`src/rtl/otp_once_pkg.sv`:
```
package otp_once_pkg;
  // Strobes from the decision logic to the storage
  typedef struct packed {
    logic wrByte;   // commit reqWdata to the addressed byte
    logic setLock;  // program the lock flag
    logic refuse;   // write refused, raise error next cycle
  } otpStrobes_t;
endpackage

```
`src/rtl/otp_once_ctrl.sv`:
```
module otp_once_ctrl
  import otp_once_pkg::*;
#(
  parameter int NUM_BYTES = 32,
  parameter int ID_BYTES  = 2,
  parameter int ADDR_W    = 6
) (
  input  logic              clk,
  input  logic              rstN,
  input  logic [ADDR_W-1:0] reqAddr,
  input  logic              lockBit,
  input  logic              reqWe,
  input  logic              tgtWritten,
  input  logic              lockState,
  output otpStrobes_t       strobes,
  output logic              wrErr
);
  localparam int ID_BASE = NUM_BYTES - ID_BYTES;
  localparam logic [ADDR_W-1:0] LOCK_A = ADDR_W'(NUM_BYTES);
  localparam logic [ADDR_W-1:0] ID_A   = ADDR_W'(ID_BASE);

  logic inArray, isId, isLock;

  assign isLock  = (reqAddr == LOCK_A);
  assign inArray = (reqAddr < LOCK_A);
  assign isId    = inArray && (reqAddr >= ID_A);

  always_comb begin
    strobes = '0;
    if (reqWe) begin
      if (lockState) begin
        strobes.refuse = 1'b1;
      end else if (isLock) begin
        strobes.setLock = lockBit;
      end else if (inArray && !isId && !tgtWritten) begin
        strobes.wrByte = 1'b1;
      end else begin
        strobes.refuse = 1'b1;
      end
    end
  end

  always_ff @(posedge clk or negedge rstN) begin
    if (!rstN) wrErr <= 1'b0;
    else       wrErr <= strobes.refuse;
  end
endmodule

```
`src/rtl/otp_once_dp.sv`:
```
module otp_once_dp
  import otp_once_pkg::*;
#(
  parameter int NUM_BYTES = 32,
  parameter int ID_BYTES  = 2,
  parameter int ADDR_W    = 6,
  parameter int DATA_W    = 8,
  parameter logic [3:0] MAJOR_ID = 4'h9,
  parameter logic [3:0] MINOR_ID = 4'h1,
  parameter logic [DATA_W-1:0] REV_ID = 8'h23
) (
  input  logic              clk,
  input  logic              rstN,
  input  logic [ADDR_W-1:0] reqAddr,
  input  logic [DATA_W-1:0] reqWdata,
  input  logic              reqRe,
  input  otpStrobes_t       strobes,
  output logic [DATA_W-1:0] rdData,
  output logic              tgtWritten,
  output logic              lockState
);
  localparam int IDX_W   = $clog2(NUM_BYTES);
  localparam int ID_BASE = NUM_BYTES - ID_BYTES;
  localparam logic [ADDR_W-1:0] LOCK_A = ADDR_W'(NUM_BYTES);
  localparam logic [DATA_W-1:0] ID_TOP = DATA_W'({MAJOR_ID, MINOR_ID});

  logic [DATA_W-1:0] cellBus [NUM_BYTES];
  logic              flagBus [NUM_BYTES];
  logic [IDX_W-1:0]  idx;
  logic              inArray;
  logic [DATA_W-1:0] rdNext;
  logic              lockQ;

  assign idx     = reqAddr[IDX_W-1:0];
  assign inArray = (reqAddr < LOCK_A);

  for (genvar i = 0; i < NUM_BYTES; i++) begin : g_byte
    localparam logic [DATA_W-1:0] RST_VAL =
      (i == NUM_BYTES - 1) ? ID_TOP :
      (i == NUM_BYTES - 2) ? REV_ID : '0;
    localparam logic RST_FLAG = (i >= ID_BASE);
    logic [DATA_W-1:0] cellQ;
    logic              flagQ;
    always_ff @(posedge clk or negedge rstN) begin
      if (!rstN) begin
        cellQ <= RST_VAL;
        flagQ <= RST_FLAG;
      end else if (strobes.wrByte && (reqAddr == ADDR_W'(i))) begin
        cellQ <= reqWdata;
        flagQ <= 1'b1;
      end
    end
    assign cellBus[i] = cellQ;
    assign flagBus[i] = flagQ;
  end

  // byte counts as programmed when flagged or any bit is set
  assign tgtWritten = inArray && (flagBus[idx] || (|cellBus[idx]));

  always_ff @(posedge clk or negedge rstN) begin
    if (!rstN)                lockQ <= 1'b0;
    else if (strobes.setLock) lockQ <= 1'b1;
  end
  assign lockState = lockQ;

  always_comb begin
    if (inArray)                rdNext = cellBus[idx];
    else if (reqAddr == LOCK_A) rdNext = {{(DATA_W-1){1'b0}}, lockQ};
    else                        rdNext = '0;
  end

  always_ff @(posedge clk or negedge rstN) begin
    if (!rstN)      rdData <= '0;
    else if (reqRe) rdData <= rdNext;
  end
endmodule

```
`src/rtl/otp_once_regs.sv`:
```
module otp_once_regs
  import otp_once_pkg::*;
#(
  parameter int NUM_BYTES = 32,
  parameter int DATA_W    = 8,
  parameter logic [3:0] MAJOR_ID = 4'h9,
  parameter logic [3:0] MINOR_ID = 4'h1,
  parameter logic [DATA_W-1:0] REV_ID = 8'h23,
  localparam int ADDR_W   = $clog2(NUM_BYTES + 1)
) (
  input  logic              clk,
  input  logic              rstN,
  input  logic [ADDR_W-1:0] reqAddr,
  input  logic [DATA_W-1:0] reqWdata,
  input  logic              reqWe,
  input  logic              reqRe,
  output logic [DATA_W-1:0] rdData,
  output logic              wrErr
);
  localparam int ID_BYTES = 2;

  otpStrobes_t strobes;
  logic        tgtWritten;
  logic        lockState;

  otp_once_ctrl #(
    .NUM_BYTES(NUM_BYTES), .ID_BYTES(ID_BYTES), .ADDR_W(ADDR_W)
  ) u_ctrl (
    .clk(clk), .rstN(rstN), .reqAddr(reqAddr), .lockBit(reqWdata[0]),
    .reqWe(reqWe), .tgtWritten(tgtWritten), .lockState(lockState),
    .strobes(strobes), .wrErr(wrErr)
  );

  otp_once_dp #(
    .NUM_BYTES(NUM_BYTES), .ID_BYTES(ID_BYTES), .ADDR_W(ADDR_W),
    .DATA_W(DATA_W), .MAJOR_ID(MAJOR_ID), .MINOR_ID(MINOR_ID), .REV_ID(REV_ID)
  ) u_dp (
    .clk(clk), .rstN(rstN), .reqAddr(reqAddr), .reqWdata(reqWdata),
    .reqRe(reqRe), .strobes(strobes), .rdData(rdData),
    .tgtWritten(tgtWritten), .lockState(lockState)
  );
endmodule

```
`config.mk`:
```
export PLATFORM = sky130hd
export DESIGN_NAME = otp_once_regs
export DESIGN_NICKNAME = d
export VERILOG_FILES = /design/src/rtl/otp_once_pkg.sv /design/src/rtl/otp_once_ctrl.sv /design/src/rtl/otp_once_dp.sv /design/src/rtl/otp_once_regs.sv
export SDC_FILE = /design/constraint.sdc
export NUM_CORES = 1
export LEC_CHECK = 0
export BUFFER_PORTS_ARGS = -buffer_cell sky130_fd_sc_hd__buf_4
export CAP_MARGIN = 20
export CORE_MARGIN = 2
export CORE_UTILIZATION = 30
export CTS_CLUSTER_DIAMETER = 50
export DETAILED_ROUTE_END_ITERATION = 7
export PLACE_DENSITY_LB_ADDON = 0.05
export SLEW_MARGIN = 40
export SYNTH_ARGS = -nofsm -noshare
export SYNTH_HDL_FRONTEND = slang
export SYNTH_SLANG_ARGS = --single-unit
```
`constraint.sdc`:
```
create_clock -name clk -period 2.4 [get_ports clk]
set_input_delay 0.36 -clock clk [delete_from_list [all_inputs] [get_ports clk]]
set_output_delay 0.36 -clock clk [all_outputs]
set_load 0.02 [all_outputs]
```
==> results.json, run 1 <==
{
  "leading_cell_types_in_the_layout_fill_and_taps_excluded": "dfrtp_1, a31o_1, buf_4",
  "drt_wl_total_um": 43100,
  "report.final.setup_viol": 268,
  "cp_data_arrival_time_ns": 3.03,
  "drc": 0,
  "ys_seq_elements": 296,
  "timing.fmax_mhz": 394,
  "synth.mux.area_fraction": 0.121,
  "route.vias.total": 9595,
  "critPathMaxFanout": 14,
  "synth_top_area_frac": 0.539,
  "post-route-min-period_ns": 2.54,
  "min_delay_path_depth": 2,
  "holdCritPathClass": "in -> reg",
  "fin_skew_ns": 0.0205,
  "static-leakage-power_nw": 8.15,
  "top_level_ports": 27,
  "final_antenna_net_count": 0,
  "critPathCapture": "u_dp.g_byte[22].flagQ",
  "drive_gt1_frac": 0.307,
  "peakVddDrop_mv": 0.409,
  "cts_root_buffer_type": "clkbuf_16",
  "detail_route.iter0.violations": 440,
  "status": "complete, but fails checks",
  "timing.setup.critical_path_class": "reg -> reg",
  "timing.critical_path.from": "u_dp.g_byte[3].cellQ[2]",
  "crit_path_end_kind": "flip-flop",
  "compound_gate_portion_of_the_synthesized_area": 0.218,
  "rr_worst_depth": 11,
  "cts_tree": "built",
  "rsz0062_at_grt": "yes",
  "avgSynthCellArea_um2": 12.8,
  "dr.pass1.iters": 5,
  "synth-xor-area-share": 0,
  "synthToLayoutAreaGrowth_pct": 27.3,
  "power-per-cell-area_nw_per_um2": 762,
  "floorplan_die_height_um": 216,
  "worstReg2RegStart": "u_dp.g_byte[3].cellQ[2]",
  "tritoncts_num_sinks": 296,
  "num-nets-final": 1192,
  "drv.max_cap_violation_count": 0,
  "die_area_um2": 46600,
  "synth_top_family_by_area": "compound AO/OA/AOI/OAI gates",
  "synthSimpleGateAreaFrac": 0.0562,
  "final_core_utilization": 0.387,
  "routed_via_density": 5.32,
  "final_common_cell": "dfrtp_1",
  "fp-row-count": 77,
  "worst-r2r-setup-slack_ns": -0.14,
  "synth.lib_cells_used.distinct": 43,
  "post-route-period-util": 1.06,
  "yosys_warnings": 0,
  "port_buffers": 26,
  "clk_transition_reported_paths_ns": 0.05,
  "report.final.slew_viol_count": 0,
  "slew_headroom": 0.478,
  "grt_use_total": 0.187,
  "post_synth_inst_count": 1054,
  "worst_pin_slew_ns": 0.783,
  "diodes": 0,
  "seq_area_frac_synth": 0.551,
  "htree_num_levels": 2,
  "grt_antenna_before_repair": 1,
  "layout.filler_cells": 4278,
  "totalPowerFinal_mw": 13.0,
  "grt_first_pass_wirelength_um": 66300,
  "hold_violations": 0,
  "grt_max_degree": 73,
  "post-dp-hpwl_um": 27300,
  "final_critical_path_setup_slack_ns": -0.135,
  "worstSkewPairLatency_ns": 0.57,
  "synthAdderAreaFrac": 0,
  "cts_made_buffers": 45,
  "synthesis.area_um2": 13500,
  "synth.top_cells.by_area": "dfrtp_1, a31o_1, mux2i_1, mux4_2, a31o_2",
  "finalSetupTns_ns": -19.33,
  "wire_per_inst_um": 23.9,
  "gp_routability_congestion": 0.736,
  "synth.net_count": 1072,
  "core-area_um2": 44200,
  "critical_path_required_ns": 2.90,
  "globalRouteOverflowTotal": 0,
  "crit-reg2reg-capture": "u_dp.g_byte[22].flagQ",
  "crit_path_start_kind": "flip-flop",
  "via_count_of_the_first_global_routing_pass": 10400,
  "initial_utilization": 0.304,
  "yosys.area.top_type": "dfrtp_1",
  "clockBufferDepth": 3,
  "fp.dieW_um": 216,
  "violated_checks": "setup timing"
}
-- cells in the mapped netlist (all sizes together) --
master / instances
inv: 8
clkbuf: 62
a2111oi: 1
dfstp: 6
and3: 4
a31oi: 4
o221ai: 3
a21oi: 11
a22oi: 21
mux4: 31
o21ai: 5
nand2: 31
a31o: 234
o2111a: 1
nor4: 1
o31ai: 2
a221oi: 1
mux2i: 83
nor3: 7
or2: 1
nand4: 4
nand3b: 2
o22ai: 17
nor2: 69
nand2b: 13
and2: 12
mux2: 9
a211oi: 4
buf: 57
nand3: 12
nor2b: 7
dfrtp: 290
o22a: 1
a41o: 38
a311oi: 2
-- what timing repair did --
action | 4_1_cts | 5_1_grt
cloned | 1 | 4
resized for setup | 13 | 7
endpoints found under the hold margin | 38 | 0
setup endpoints to repair | 266 | 270
pin swaps | 17 | 1
hold buffers | 2 | 0
setup buffers | 7 | 2
-- how the worst min path moves through the flow --
stage                      from                 endpoint  slack, ns
after floorplan            rstN             u_ctrl.wrErr       0.06
after detailed placement   rstN  u_dp.g_byte[7].cellQ[7]       0.30
final                     reqRe           u_dp.rdData[0]       0.05
after CTS                 reqRe           u_dp.rdData[0]       0.02
after global routing      reqRe           u_dp.rdData[0]       0.06
after global placement     rstN  u_dp.g_byte[7].cellQ[7]       0.31
-- through the flow --
step                      std cells  hold slack (ns)  cell area [um2]  worst slack, ns
after floorplan                1054           0.0644            13500          -0.0201
after global placement         1703            0.305            15200           -0.619
after detailed placement       1703            0.297            15200           -0.672
after CTS                      1797           0.0195            17000          -0.0878
after global routing           1803           0.0587            17100           -0.249
final                          1803           0.0506            17100           -0.135
-- cells by family after synthesis --
group                  after synthesis
DFF                                296
AOI/OAI and AO/OA                  345
and+or+nand+nor                    163
buffers and inverters              127
muxes                              123
-- power by group --
part           switching (mW)  internal (mW)
sequential             0.0522           5.09
combinational           0.691          0.466
clock                    2.52           4.23
total                    3.26           9.79
-- worst max-delay path, cell delays in order (launching register included) --
cell and delay, ns:
dfrtp_1 0.39, mux4_2 0.49, a2111oi_4 0.31, nand2_1 0.14, o21ai_2 0.10, nand4_1 0.16
nor3_4 0.16, buf_4 0.14, buf_12 0.15, buf_12 0.11, buf_12 0.13, a41o_1 0.17
-- final cells by class --
cell class                 instances  area [um2]  share of cell area
clock inverter                    23         269              0.0157
timing repair buffer             192        1980               0.116
multi-input combinational        631        5410               0.316
sequential                       296        7410               0.433
inverter                           8        30.0             0.00175
tap                              592         741              0.0432
clock buffer                      61        1290              0.0752
-- sequential cells by signal (all words and copies together) (netlist names) --
signal             flops
u_dp.rdData            8
u_dp.lockState         1
u_ctrl.wrErr           1
u_dp.g_byte.flagQ     30
u_dp.g_byte.cellQ    256
-- per-layer routing --
layer / part of all wire / GRT usage
met5: 0 / 0
met4: 0.026 / 0.0637
met2: 0.47 / 0.303
met1: 0.47 / 0.258
met3: 0.030 / 0.0272
Note: power is estimated with default switching activity, not from simulation.
==> inputs of run 2 (changes only) <==
- SKIP_CTS_REPAIR_TIMING: default -> 1
==> run 2 against run 1 <==
The flow still finishes with violations (setup timing); highest routed layer unchanged; critical path type unchanged; critical path depth decreased by 2; via count decreased by 0.42%; maximum frequency grew 1.3%; clock power about the same.
==> results.json, run 2 (synthesis gave the netlist of run 1 again) <==
{
  "report.final.slew_viol_count": 0,
  "detail_route.iter0.violations": 419,
  "holdCritPathClass": "in -> reg",
  "crit_chain": "mux4_2 > mux2_2 > a21oi_2 > a31o_2 > nand2_1 > nor3_4 > buf_8 > buf_12 > a31o_2",
  "route.vias.total": 9555,
  "slew_headroom": 0.480,
  "routed_via_density": 5.34,
  "critical_path_required_ns": 2.89,
  "grt_antenna_before_repair": 1,
  "clk_transition_reported_paths_ns": 0.05,
  "die_area_um2": 46600,
  "timing.fmax_mhz": 400,
  "crit-reg2reg-capture": "u_dp.g_byte[23].cellQ[0]",
  "routed-wl-met3_um": 1400,
  "wire_per_inst_um": 23.8,
  "timing.setup.critical_path_class": "reg -> reg",
  "fin_skew_ns": 0.0200,
  "port_buffers": 26,
  "cts_root_buffer_type": "clkbuf_16",
  "biggestRegsByFlops": "u_dp.g_byte.cellQ x256, u_dp.g_byte.flagQ x30, u_dp.rdData x8",
  "diodes": 0,
  "drc": 0,
  "post-route-period-util": 1.04,
  "num-nets-final": 1178,
  "registers.top_by_ff_count": "u_dp.g_byte.cellQ",
  "cp_data_arrival_time_ns": 3.00,
  "worst-r2r-setup-slack_ns": -0.10,
  "clockBufferDepth": 3,
  "final_common_cell": "dfrtp_1",
  "final_antenna_net_count": 0,
  "gp_routability_congestion": 0.736,
  "wirelength_met1_um": 20100,
  "critical_path.most_common_cell": "a31o_2",
  "final_critical_path_setup_slack_ns": -0.102,
  "final_core_utilization": 0.382,
  "rsz0062_at_grt": "yes",
  "highest_routed_metal_layer": "met4",
  "rr_worst_depth": 9,
  "fp-row-count": 77,
  "layout.filler_cells": 4288,
  "hold_path_end": "u_ctrl.wrErr",
  "worst_hold_startpoint": "reqWe",
  "dr.pass1.iters": 5,
  "crit_path_start_kind": "flip-flop",
  "worstSkewPairLatency_ns": 0.57,
  "min_delay_path_depth": 3,
  "grt_first_pass_wirelength_um": 65800,
  "grt_use_total": 0.186,
  "static-leakage-power_nw": 8.03,
  "crit_path_end_kind": "flip-flop",
  "drive_gt1_frac": 0.300,
  "top_level_ports": 27,
  "finish.cell_count_without_fillers": 1789,
  "synthToLayoutAreaGrowth_pct": 25.4,
  "hold_violations": 0,
  "peakVddDrop_mv": 0.410,
  "post-route-min-period_ns": 2.50,
  "post-dp-hpwl_um": 27300,
  "cell_family_with_the_largest_share_of_critical_path_delay": "multiplexers",
  "worstSetupPathDepth": 9,
  "via_count_of_the_first_global_routing_pass": 10400,
  "fp.dieW_um": 216,
  "critPathMaxFanout": 34,
  "violated_checks": "setup timing",
  "grt_max_degree": 73,
  "floorplan_die_height_um": 216,
  "slowest_stage": "mux4_2",
  "place.detailed.instances": 1703,
  "core-area_um2": 44200,
  "largest_reg_flops": 256,
  "cts_made_buffers": 45,
  "worstReg2RegStart": "u_dp.g_byte[31].cellQ[6]",
  "leading_cell_types_in_the_layout_fill_and_taps_excluded": "dfrtp_1, a31o_1, buf_4",
  "drt_wl_total_um": 42600,
  "htree_num_levels": 2,
  "status": "complete, but fails checks",
  "worst_pin_slew_ns": 0.781,
  "critical_path.n_buffers_inverters": 2,
  "detailroute.wirelength.met2_um": 20000,
  "power-per-cell-area_nw_per_um2": 770,
  "drv.max_cap_violation_count": 0,
  "tritoncts_num_sinks": 296,
  "report.final.setup_viol": 265,
  "cts_tree": "built",
  "initial_utilization": 0.304,
  "critical_path.max_stage_delay_ns": 0.48,
  "globalRouteOverflowTotal": 0
}
[run 2: cell count changes in the layout (fill, tap and decap cells not counted)]
cell,previous run,this run
dlygate4sd3_1,2,1
a31o_4,3,2
clkbuf_16,51,48
buf_4,149,143
a31o_2,44,45
buf_16,5,1
[run 2: worst max path at each step]
| stage | startpoint | to | slack, ns |
|---|---|---|---|
| after global placement | reqAddr[1] | u_dp.g_byte[4].cellQ[3] | -0.62 |
| after detailed placement | reqAddr[1] | u_dp.g_byte[4].cellQ[7] | -0.67 |
| after floorplan | reqAddr[1] | u_dp.g_byte[7].cellQ[2] | -0.02 |
| final | u_dp.g_byte[31].cellQ[6] | u_dp.g_byte[23].cellQ[0] | -0.10 |
| after global routing | u_dp.g_byte[7].cellQ[2] | u_dp.g_byte[21].cellQ[0] | -0.24 |
| after CTS | u_dp.g_byte[14].cellQ[3] | u_dp.g_byte[0].cellQ[7] | -0.23 |
[run 2: metrics by stage]
stage          hold WS (ns)  total power [mW]  area [um2]  setup WS [ns]  setup TNS (ns)
2_1_floorplan        0.0644              5.77       13500        -0.0201           -2.55
3_3_place_gp          0.305              6.35       15200         -0.619         -156.94
3_5_place_dp          0.297              6.35       15200         -0.672         -169.82
4_1_cts              -0.311              13.2       16800         -0.228          -48.31
5_1_grt              0.0535              13.5       16900         -0.235          -49.35
6_report             0.0292              13.0       16900         -0.102          -14.57
[run 2: report_power, final]
part	total [mW]	switching (mW)	internal [mW]
clock	6.73	2.50	4.23
combinational	1.11	0.681	0.434
sequential	5.14	0.0520	5.09
total	13.0	3.24	9.75
[run 2: final cells by class]
| cell class | instances | area (um2) | area share |
|---|---|---|---|
| repair buffers | 178 | 1740 | 0.103 |
| multi-input cells | 631 | 5400 | 0.320 |
| well taps | 592 | 741 | 0.0439 |
| inverters | 8 | 30.0 | 0.00178 |
| flip-flops and latches | 296 | 7410 | 0.439 |
| clock inverters | 23 | 269 | 0.0159 |
| clock buffers | 61 | 1290 | 0.0763 |
[run 2: tightest hold or removal path, cell delays in order]
cell and delay (ns):
buf_4 0.09, nand2_1 0.05, o31ai_1 0.05
[run 2: layer usage]
layer	GRT usage	vias to the layer above
li1	-	4302
met1	0.255	5026
met2	0.301	159
met3	0.0278	68
met4	0.0634	0
met5	0	-
==> inputs of run 3 (changes only) <==
- ABC_AREA: default -> 1
- CORE_UTILIZATION: 30 -> 35
- CTS_CLUSTER_SIZE: default -> 16
==> run 3 against run 2 <==
The run now ends clean; routed wire length rose by 23%; hold slack improved by 0.0091 ns; setup slack improved by 0.24 ns; via count increased by 40%; count of clock-buffer cells in the layout shrank 14; critical path type unchanged; largest power group unchanged; highest routed layer unchanged.
==> results.json, run 3 <==
{
  "drive_gt1_frac": 0.184,
  "worst-r2r-setup-slack_ns": 0.14,
  "htree_num_levels": 2,
  "initial_utilization": 0.355,
  "crit-reg2reg-capture": "u_dp.g_byte[27].flagQ",
  "yosys.area.top_type": "dfrtp_1",
  "status": "finished, final reports clean",
  "critical_path.n_buffers_inverters": 3,
  "gp_routability_congestion": 0.951,
  "worstReg2RegStart": "u_dp.g_byte[1].cellQ[3]",
  "post-route-period-util": 0.943,
  "whs_ns": 0.0383,
  "biggestRegsByFlops": "u_dp.g_byte.cellQ x256, u_dp.g_byte.flagQ x30, u_dp.rdData x8",
  "die_area_um2": 43100,
  "rsz0062_at_grt": "yes",
  "asyncSetResetFlopFracSynth": 1.00,
  "final_antenna_net_count": 0,
  "post-route-min-period_ns": 2.26,
  "num-nets-final": 2108,
  "diodes": 0,
  "critPathMaxFanout": 7,
  "critical_path.max_stage_delay_ns": 0.39,
  "grt_first_pass_wirelength_um": 80300,
  "finish.instance_area_um2": 18800,
  "clk_transition_reported_paths_ns": 0.06,
  "synth-edff-count": 0,
  "min_delay_path_depth": 3,
  "crit_chain": "nand2_1 > o21ai_0 > nand2_1 > nand2_2 > nand2_2 > nand2_1 > nor2_1 > nand2_1 > nand2_1 > nand2_1 > nor2_1 > nand2_1 > nor2_4 > buf_6 > buf_12 > clkbuf_16 > nand3_1 > nand2_1",
  "report.final.slew_viol_count": 0,
  "avgSynthCellArea_um2": 7.45,
  "dr.pass1.iters": 5,
  "ys_seq_elements": 296,
  "grt_use_total": 0.240,
  "hold_violations": 0,
  "largest_reg_flops": 256,
  "area_post_placement_um2": 16600,
  "static-leakage-power_nw": 9.47,
  "globalRouteOverflowTotal": 0,
  "drt_wl_total_um": 52500,
  "final_core_utilization": 0.461,
  "final_critical_path_setup_slack_ns": 0.137,
  "crit_path_start_kind": "flip-flop",
  "wire_per_inst_um": 19.8,
  "worst_pin_slew_ns": 0.762,
  "routed_via_density": 5.03,
  "finish.cell_count_without_fillers": 2656,
  "pre_cts_ws_ns": -0.431,
  "cell_family_with_the_largest_share_of_critical_path_delay": "simple AND/OR/NAND/NOR gates",
  "timing.fmax_mhz": 442,
  "detail_route.iter0.violations": 1197,
  "power-per-cell-area_nw_per_um2": 679,
  "critical_path_required_ns": 2.90,
  "seq_area_frac_synth": 0.512,
  "registers.top_by_ff_count": "u_dp.g_byte.cellQ",
  "cts_root_buffer_type": "clkbuf_16",
  "worstSkewPairLatency_ns": 0.57,
  "holdCritPathClass": "in -> reg",
  "finalSetupTns_ns": 0,
  "fp-row-count": 74,
  "peakVddDrop_mv": 0.565,
  "top_level_ports": 27,
  "timing.setup.critical_path_class": "reg -> reg",
  "synth_top_area_frac": 0.501,
  "synth.lib_cells_used.distinct": 21,
  "leading_cell_types_in_the_layout_fill_and_taps_excluded": "nand2_1, dfrtp_1, inv_1",
  "synthToLayoutAreaGrowth_pct": 29.8,
  "fin_skew_ns": 0.0205,
  "synth.net_count": 1963,
  "route.vias.total": 13400,
  "critical_path.most_common_cell": "nand2_1",
  "slowest_stage": "dfrtp_1",
  "yosys_warnings": 0,
  "hold_path_end": "u_dp.lockState",
  "port_buffers": 26,
  "core-area_um2": 40800,
  "place.detailed.instances": 2545,
  "post_synth_inst_count": 1945,
  "totalPowerFinal_mw": 12.8,
  "worst_hold_startpoint": "reqWe",
  "synthesis.area_um2": 14500,
  "cts_made_buffers": 44,
  "final_common_cell": "nand2_1",
  "report.final.setup_viol": 0,
  "post-dp-hpwl_um": 33900,
  "tritoncts_num_sinks": 296,
  "fp.dieW_um": 208,
  "via_count_of_the_first_global_routing_pass": 13100,
  "cp_data_arrival_time_ns": 2.76,
  "synth-main-ff-cell": "dfrtp_1",
  "floorplan_die_height_um": 208,
  "drv.max_cap_violation_count": 0,
  "crit_path_end_kind": "flip-flop",
  "slew_headroom": 0.489,
  "synth_most_common_cell": "nand2_1",
  "cts_tree": "built",
  "synth_common_cells": "nand2_1, dfrtp_1, inv_1",
  "synth.top_cells.by_area": "dfrtp_1, nand2_1, nand4_1, inv_1, nor2_1",
  "clockBufferDepth": 3,
  "grt_antenna_before_repair": 0,
  "drc": 0,
  "grt_max_degree": 73,
  "rr_worst_depth": 18
}
run 3: cell families (layout without fill, tap and decap cells):
family          Yosys count  after routing  synth area share
simple gates           1131           1131             0.342
flops                   296            296             0.512
buf+inv                 430            609             0.115
compound gates           88             88            0.0316
run 3: worst reg2reg max path, delay by kind of cell (launching register included):
family / cells / cell delay, ns
and+or+nand+nor: 14 / 1.22
DFF: 1 / 0.39
buffers and inverters: 3 / 0.52
AOI/OAI and AO/OA: 1 / 0.07
run 3: layer usage:
metal / global-route usage / routed length (um) / up-vias
li1: - / - / 6457
met3: 0.0365 / 2310 / 82
met2: 0.367 / 23700 / 292
met4: 0.0667 / 1350 / 0
met1: 0.353 / 25100 / 6520
met5: 0 / 0 / -
run 3: cell type report:
type                            count  area [um2]
Clock buffer                       47        1140
Clock inverter                     33         347
Fill cell                        4089       22000
Inverter                          289        1090
Multi-Input combinational cell   1219        5610
Sequential cell                   296        7410
Tap cell                          532         666
Timing Repair Buffer              240        2550
run 3: how the worst max path moves through the flow:
stage                     cells after the start                  endpoint  slack, ns                     start
after floorplan                              17  u_dp.g_byte[15].cellQ[0]       0.18                reqAddr[1]
after global placement                       19  u_dp.g_byte[25].cellQ[1]      -0.47                reqAddr[0]
after detailed placement                     19  u_dp.g_byte[26].cellQ[2]      -0.43                reqAddr[0]
after CTS                                    15  u_dp.g_byte[25].cellQ[7]       0.09   u_dp.g_byte[6].cellQ[1]
after global routing                         18  u_dp.g_byte[12].cellQ[7]      -0.03  u_dp.g_byte[17].cellQ[7]
final                                        18     u_dp.g_byte[27].flagQ       0.14   u_dp.g_byte[1].cellQ[3]
run 3: report_power, final:
part	switching, mW	leakage, nW	total (mW)	internal [mW]
combinational	0.779	6.06	1.14	0.363
clock	2.73	0.723	6.62	3.90
sequential	0.00928	2.69	5.02	5.01
total	3.52	9.47	12.8	9.27
